$ cat src/rtl/sshift_pkg.sv
package sshift_pkg;
  typedef struct packed {
    logic shiftTx;
    logic shiftRx;
    logic frameDone;
  } shStrobe_t;
endpackage

$ cat src/rtl/sshift_ctrl.sv
module sshift_ctrl
  import sshift_pkg::*;
#(
  parameter int WORD_W = 32,
  parameter int DIV_W  = 16,
  parameter int CNT_W  = 6
) (
  input  logic             clk,
  input  logic             rstN,
  input  logic             cfgMaster,
  input  logic             cfgFallEdge,
  input  logic             cfgFramed,
  input  logic [DIV_W-1:0] cfgDivReload,
  input  logic [CNT_W-1:0] cfgFrameLen,
  input  logic             txEnable,
  input  logic             rxEnable,
  input  logic             extClk,
  input  logic             serIn,
  output logic             serInSync,
  output shStrobe_t        strobe
);
  logic [2:0]       clkSync;
  logic [1:0]       dinSync;
  logic [DIV_W-1:0] divCnt;
  logic [CNT_W-1:0] rxCnt;
  logic             rxBusy;
  logic             divZero, extRise, extFall, tick, rxGo, lastBit;

  // two-flop synchronizers; clock and data take the same latency
  always_ff @(posedge clk or negedge rstN) begin
    if (!rstN) begin
      clkSync <= '0;
      dinSync <= '1;
    end else begin
      clkSync <= {clkSync[1:0], extClk};
      dinSync <= {dinSync[0], serIn};
    end
  end

  assign serInSync = dinSync[1];
  assign extRise   = clkSync[1] & ~clkSync[2];
  assign extFall   = ~clkSync[1] & clkSync[2];

  // reloadable divider, terminal count is the enable
  assign divZero = (divCnt == '0);
  always_ff @(posedge clk or negedge rstN) begin
    if (!rstN)          divCnt <= '0;
    else if (!cfgMaster) divCnt <= '0;
    else if (divZero)   divCnt <= cfgDivReload;
    else                divCnt <= divCnt - 1'b1;
  end

  assign tick = cfgMaster ? divZero : (cfgFallEdge ? extFall : extRise);

  // receive frame counting
  assign rxGo    = rxEnable & tick & (rxBusy | ~cfgFramed | ~serInSync);
  assign lastBit = (rxCnt + 1'b1) == cfgFrameLen;

  always_ff @(posedge clk or negedge rstN) begin
    if (!rstN) begin
      rxCnt  <= '0;
      rxBusy <= 1'b0;
    end else if (!rxEnable) begin
      rxCnt  <= '0;
      rxBusy <= 1'b0;
    end else if (rxGo) begin
      if (lastBit) begin
        rxCnt  <= '0;
        rxBusy <= 1'b0;
      end else begin
        rxCnt  <= rxCnt + 1'b1;
        rxBusy <= 1'b1;
      end
    end
  end

  always_comb begin
    strobe.shiftTx   = tick & txEnable;
    strobe.shiftRx   = rxGo;
    strobe.frameDone = rxGo & lastBit;
  end

  // a nonzero reload keeps enables at least two cycles apart
  p_div_gap_r3: assert property (@(posedge clk) disable iff (!rstN)
    (cfgMaster && tick && cfgDivReload != '0) |=> (!tick || !cfgMaster));

  // one edge yields a single one-cycle enable
  p_edge_single_r4: assert property (@(posedge clk) disable iff (!rstN)
    (tick && !cfgMaster) |=> (!tick || cfgMaster || !$stable(cfgFallEdge)));

  // the bit count stays inside the programmed frame
  p_cnt_range_r5: assert property (@(posedge clk) disable iff (!rstN)
    (rxCnt < cfgFrameLen) |=> (!$stable(cfgFrameLen) || rxCnt < cfgFrameLen));
endmodule

$ cat src/rtl/sshift_dpath.sv
module sshift_dpath
  import sshift_pkg::*;
#(
  parameter int WORD_W = 32,
  parameter int CNT_W  = 6
) (
  input  logic              clk,
  input  logic              rstN,
  input  shStrobe_t         strobe,
  input  logic [CNT_W-1:0]  cfgFrameLen,
  input  logic              serInSync,
  input  logic              txWrite,
  input  logic [WORD_W-1:0] txWriteData,
  input  logic              rxWrite,
  input  logic [WORD_W-1:0] rxWriteData,
  input  logic              rxRead,
  output logic [WORD_W-1:0] txReg,
  output logic [WORD_W-1:0] rxReg,
  output logic [WORD_W-1:0] rxBuf,
  output logic              rxAvail,
  output logic              serOut
);
  localparam logic [CNT_W-1:0] WORD_CNT = CNT_W'(WORD_W);

  logic [WORD_W-1:0] rxNext;

  assign rxNext = {serInSync, rxReg[WORD_W-1:1]};
  assign serOut = txReg[0];

  always_ff @(posedge clk or negedge rstN) begin
    if (!rstN)               txReg <= '1;
    else if (txWrite)        txReg <= txWriteData;
    else if (strobe.shiftTx) txReg <= {1'b1, txReg[WORD_W-1:1]};
  end

  always_ff @(posedge clk or negedge rstN) begin
    if (!rstN)               rxReg <= '0;
    else if (rxWrite)        rxReg <= rxWriteData;
    else if (strobe.shiftRx) rxReg <= rxNext;
  end

  always_ff @(posedge clk or negedge rstN) begin
    if (!rstN) begin
      rxBuf   <= '0;
      rxAvail <= 1'b0;
    end else if (strobe.frameDone) begin
      rxBuf   <= rxNext >> (WORD_CNT - cfgFrameLen);
      rxAvail <= 1'b1;
    end else if (rxRead) begin
      rxAvail <= 1'b0;
    end
  end

  // every transmit shift backfills an idle-high one
  p_backfill_r2: assert property (@(posedge clk) disable iff (!rstN)
    (strobe.shiftTx && !txWrite) |=> txReg[WORD_W-1]);

  // a completed frame raises the flag
  p_avail_set_r5: assert property (@(posedge clk) disable iff (!rstN)
    strobe.frameDone |=> rxAvail);

  // a read without a new frame drops the flag
  p_read_clear_r6: assert property (@(posedge clk) disable iff (!rstN)
    (rxRead && !strobe.frameDone) |=> !rxAvail);
endmodule

$ cat src/rtl/sshift_top.sv
module sshift_top
  import sshift_pkg::*;
#(
  parameter int WORD_W = 32,
  parameter int DIV_W  = 16,
  parameter int CNT_W  = $clog2(WORD_W) + 1
) (
  input  logic              clk,
  input  logic              rstN,
  input  logic              cfgMaster,
  input  logic              cfgFallEdge,
  input  logic              cfgFramed,
  input  logic [DIV_W-1:0]  cfgDivReload,
  input  logic [CNT_W-1:0]  cfgFrameLen,
  input  logic              txEnable,
  input  logic              rxEnable,
  input  logic              txWrite,
  input  logic [WORD_W-1:0] txWriteData,
  output logic [WORD_W-1:0] txShiftOut,
  input  logic              rxWrite,
  input  logic [WORD_W-1:0] rxWriteData,
  output logic [WORD_W-1:0] rxShiftOut,
  input  logic              rxRead,
  output logic [WORD_W-1:0] rxBuf,
  output logic              rxAvail,
  input  logic              extClk,
  input  logic              serIn,
  output logic              serOut
);
  shStrobe_t strobe;
  logic      serInSync;

  sshift_ctrl #(.WORD_W(WORD_W), .DIV_W(DIV_W), .CNT_W(CNT_W)) u_ctrl (
    .clk, .rstN, .cfgMaster, .cfgFallEdge, .cfgFramed, .cfgDivReload,
    .cfgFrameLen, .txEnable, .rxEnable, .extClk, .serIn,
    .serInSync, .strobe
  );

  sshift_dpath #(.WORD_W(WORD_W), .CNT_W(CNT_W)) u_dpath (
    .clk, .rstN, .strobe, .cfgFrameLen, .serInSync,
    .txWrite, .txWriteData, .rxWrite, .rxWriteData, .rxRead,
    .txReg(txShiftOut), .rxReg(rxShiftOut), .rxBuf, .rxAvail, .serOut
  );

  // disabled directions hold their registers
  p_tx_hold_r7: assert property (@(posedge clk) disable iff (!rstN)
    (!txEnable && !txWrite) |=> $stable(txShiftOut));
  p_rx_hold_r7: assert property (@(posedge clk) disable iff (!rstN)
    (!rxEnable && !rxWrite) |=> $stable(rxShiftOut));

  // software loads land on the next edge
  p_tx_load_r8: assert property (@(posedge clk) disable iff (!rstN)
    txWrite |=> (txShiftOut == $past(txWriteData)));
  p_rx_load_r8: assert property (@(posedge clk) disable iff (!rstN)
    rxWrite |=> (rxShiftOut == $past(rxWriteData)));
endmodule

$ cat config.mk
export PLATFORM = sky130hd
export DESIGN_NAME = sshift_top
export DESIGN_NICKNAME = d
export VERILOG_FILES = /design/src/rtl/sshift_pkg.sv /design/src/rtl/sshift_ctrl.sv /design/src/rtl/sshift_dpath.sv /design/src/rtl/sshift_top.sv
export SDC_FILE = /design/constraint.sdc
export NUM_CORES = 1
export LEC_CHECK = 0
export BUFFER_PORTS_ARGS = -buffer_cell sky130_fd_sc_hd__buf_2
export CAP_MARGIN = 20
export CORE_MARGIN = 1.5
export CORE_UTILIZATION = 40
export DETAILED_ROUTE_END_ITERATION = 12
export GPL_TIMING_DRIVEN = 1
export PLACE_DENSITY = 0.61
export SKIP_LAST_GASP = 1
export SYNTH_ARGS = -nofsm -noshare
export SYNTH_HDL_FRONTEND = slang
export SYNTH_SLANG_ARGS = --single-unit
$ cat constraint.sdc
create_clock -name clk -period 5.1 [get_ports clk]
set_clock_uncertainty 0.05 [all_clocks]
set_input_delay 1.02 -clock clk [delete_from_list [all_inputs] [get_ports clk]]
set_output_delay 1.02 -clock clk [all_outputs]
set_load 0.05 [all_outputs]
==> results.json <==
{
  "end_kind": "flip-flop",
  "die_x_um": 139.2,
  "post_dp_cell_area_sq_um": 8567,
  "synth_top_area_share": 0.3070,
  "power_frac_clock": 0.341,
  "drc": 5,
  "start_util": 0.4101,
  "pre_cts_slack_ps": 1321,
  "synth.avg_cell_area_sq_um": 9.996,
  "peakVddDrop_mv": 0.2565,
  "fin_ws_ps": 1661,
  "drt_first_pass_iters": 11,
  "setup_violations": 0,
  "syn_nets": 844,
  "synth_edf_count": 0,
  "yosys-top-cells-area": "dfrtp_1, mux2i_1, dfstp_2",
  "synth_area_leader_cell": "dfrtp_1",
  "antenna_found_initial": 1,
  "rsz0062_at_grt": "no",
  "grt.overflow.total": 0,
  "slew_viol_final": 0,
  "ys_seq_area_frac": 0.4275,
  "grt.total_usage": 0.2060,
  "syn_inst": 742,
  "vias": 6243,
  "ctsRootBufferMaster": "clkbuf_16",
  "io_pins": 196,
  "clkTransAtPathRegs_ps": 60,
  "critical_path_class": "primary input to flip-flop",
  "rows": 49,
  "p_int_mw": 2.345,
  "final_area_sq_um": 9209,
  "clk-insertion-delay-late_ps": 420,
  "comb_power_share": 0.320,
  "grt_pass1_wl_um": 31920,
  "outcome": "finished, violations left",
  "die_h_um": 139.2,
  "r2r-start": "u_ctrl.divCnt[0]$_DFF_PN0_",
  "clock-sinks": 125,
  "syn2layout_area_growth_pct": 24.16,
  "antenna_cells": 0,
  "synth_area_sq_um": 7417,
  "path_common_cell": "mux2i_1",
  "min_period_over_period": 0.6744,
  "max_freq_mhz": 290.7,
  "grt_pass1_vias": 5907,
  "reg2reg_slack_ps": 1860,
  "cp.required_ps": 5360,
  "hp-class": "flip-flop to flip-flop",
  "postRouteAntennaNets": 0,
  "cap_violations": 0,
  "period_minus_slack_ps": 3439,
  "path_max_fanout": 19,
  "synth_ff_type": "dfrtp_1",
  "p_leak_nw": 4.327,
  "hpwl_um": 14110,
  "power_density_nw_per_um2": 402.1,
  "io_buffers": 195,
  "ctsResizeCount": 0,
  "cp.arrival_ps": 3700,
  "tns_ps": 0,
  "grt_start_max_net_pins": 71,
  "yosys_warnings": 0,
  "nets": 1018,
  "p_seq_frac": 0.339,
  "synth_cell_types": 63,
  "numCtsBuffers": 17,
  "drt_iter0_markers": 519,
  "synth_seq_cells": 125,
  "wirelength_um": 19590,
  "async_flop_share": 1.000,
  "critPathLaunch": "cfgFrameLen[1]",
  "startpoint_type": "primary input",
  "slew_headroom": 0.3810,
  "clk_path_buf_depth": 2,
  "cp_cell_sequence": "buf_2 > inv_1 > ha_1 > inv_2 > mux2i_1 > mux2i_1 > mux2i_1 > nand2_1 > a32o_1",
  "wl_per_cell_um": 16.91,
  "coreArea_sq_um": 18090,
  "worst_pin_slew_ps": 928.5,
  "cts_htree_levels": 4,
  "design.die.area_sq_um": 19370,
  "holdBufCountCts": 0,
  "min-delay-start": "u_ctrl.clkSync[0]$_DFF_PN0_",
  "cpMaxStageDelayCell": "ha_1",
  "drive_above_1_share": 0.3520,
  "place.gp.congestion": 0.9138,
  "cts_tree": "yes",
  "p_sw_frac": 0.3668,
  "vias_per_cell": 5.391,
  "p_sw_mw": 1.358,
  "slowest_delay_ps": 740,
  "timing.final.hold_violations": 0,
  "cts_setup_buffers": 0,
  "violations": "DRC"
}
sequential cells by signal, summed over array words and instances, names as in the netlist:
register and flops:
u_dpath.rxReg 32, u_dpath.txReg 32, u_ctrl.rxBusy 1, u_dpath.rxBuf 32
u_dpath.rxAvail 1, u_ctrl.clkSync 3, u_ctrl.divCnt 16, u_ctrl.rxCnt 6
u_ctrl.dinSync 2
cells in the final DEF, fill, tap and decap left out, drive strengths merged, types with 7 or more instances in the layout:
master  Yosys  final
mux4       14     14
o21ai      85     85
inv        11     18
nand2     134    134
dfrtp      91     91
o211a      16     16
o31ai      14     14
a32o        7      7
nor2       35     35
xnor2      16     16
xor2        9      9
clkbuf     31     21
dfstp      34     34
mux2i      91     91
a21oi      13     13
buf        22    208
mux2       22     22
nand3       9      9
layer usage:
metal	global-route usage	up-vias	part of all wire
met5	0	-	0.00056
met1	0.3040	2991	0.49
met2	0.2966	186	0.44
met4	0.06551	2	0.015
met3	0.04903	23	0.062
li1	-	3041	-
metrics by stage:
stage	hold slack [ps]	util	cells	total power [mW]
detailed placement	291.2	0.4737	1125	2.444
global route	307.8	0.5092	1158	3.902
global placement	284.3	0.4737	1125	2.439
finish	303.3	0.5092	1158	3.703
CTS	308.5	0.5083	1157	3.728
floorplan	281.2	-	742	2.141
cell families after synthesis:
group | count (synthesis) | synth area share
AOI/OAI and AO/OA | 183 | 0.1736
adders and majority gates | 4 | 0.006748
xor gates and xnor gates | 25 | 0.03053
DFF | 125 | 0.4275
buffers and inverters | 64 | 0.03694
and+or+nand+nor | 214 | 0.1260
muxes | 127 | 0.1987
final cells by class:
cell class	instances	area, sq um
Multi-Input combinational cell	553	3988
Clock inverter	11	112.6
Timing Repair Buffer	208	1096
Sequential cell	125	3171
Fill cell	1674	8877
Clock buffer	21	514.2
Tap cell	229	286.5
Inverter	11	41.29
Yosys cell counts, drive strengths merged (2+ instances only):
cell type and number:
inv 11, o21ai 85, a211oi 6, nor4 5
ha 4, o22ai 3, a21oi 13, or3 3
buf 22, a41oi 2, nor2 35, clkbuf 31
dfstp 34, xor2 9, nand4 5, o211ai 2
nor2b 4, a21boi 2, nand2 134, a32o 7
a32oi 3, mux2i 91, a31oi 3, mux4 14
a22oi 6, a221oi 2, dfrtp 91, xnor2 16
mux2 22, or4 2, o211a 16, nor3 6
a2111oi 2, nand3 9, and2 3, o31ai 14
o41ai 4, a22o 6
power by group through the flow:
stage	Combinational, mW	Sequential, mW	Clock [mW]
floorplan	0.647	1.49	0
global placement	1.17	1.27	0
detailed placement	1.17	1.27	0
CTS	1.18	1.26	1.30
global route	1.28	1.28	1.35
finish	1.18	1.26	1.26
worst max-delay path, delay by kind of cell:
| kind | cells | cell delay, ps |
|---|---|---|
| compound gates | 1 | 250 |
| mux | 3 | 1040 |
| fa+ha+maj | 1 | 740 |
| buf+inv | 3 | 540 |
| simple gates | 1 | 100 |
path summary, 6_finish.rpt:
kind                       depth (start not counted)                             to
setup / recovery                                   9   u_dpath.rxBuf[1]$_DFFE_PN0P_
hold / removal                                     0    u_ctrl.clkSync[1]$_DFF_PN0_
setup reg to reg                                   9    u_ctrl.rxCnt[3]$_DFFE_PN0P_
hold reg to reg                                    0    u_ctrl.clkSync[1]$_DFF_PN0_
max in group asynchronous                          2   u_dpath.txReg[6]$_DFFE_PN1P_
min in group asynchronous                          1  u_dpath.rxReg[28]$_DFFE_PN0P_
Power figures use the tool's default switching activity.
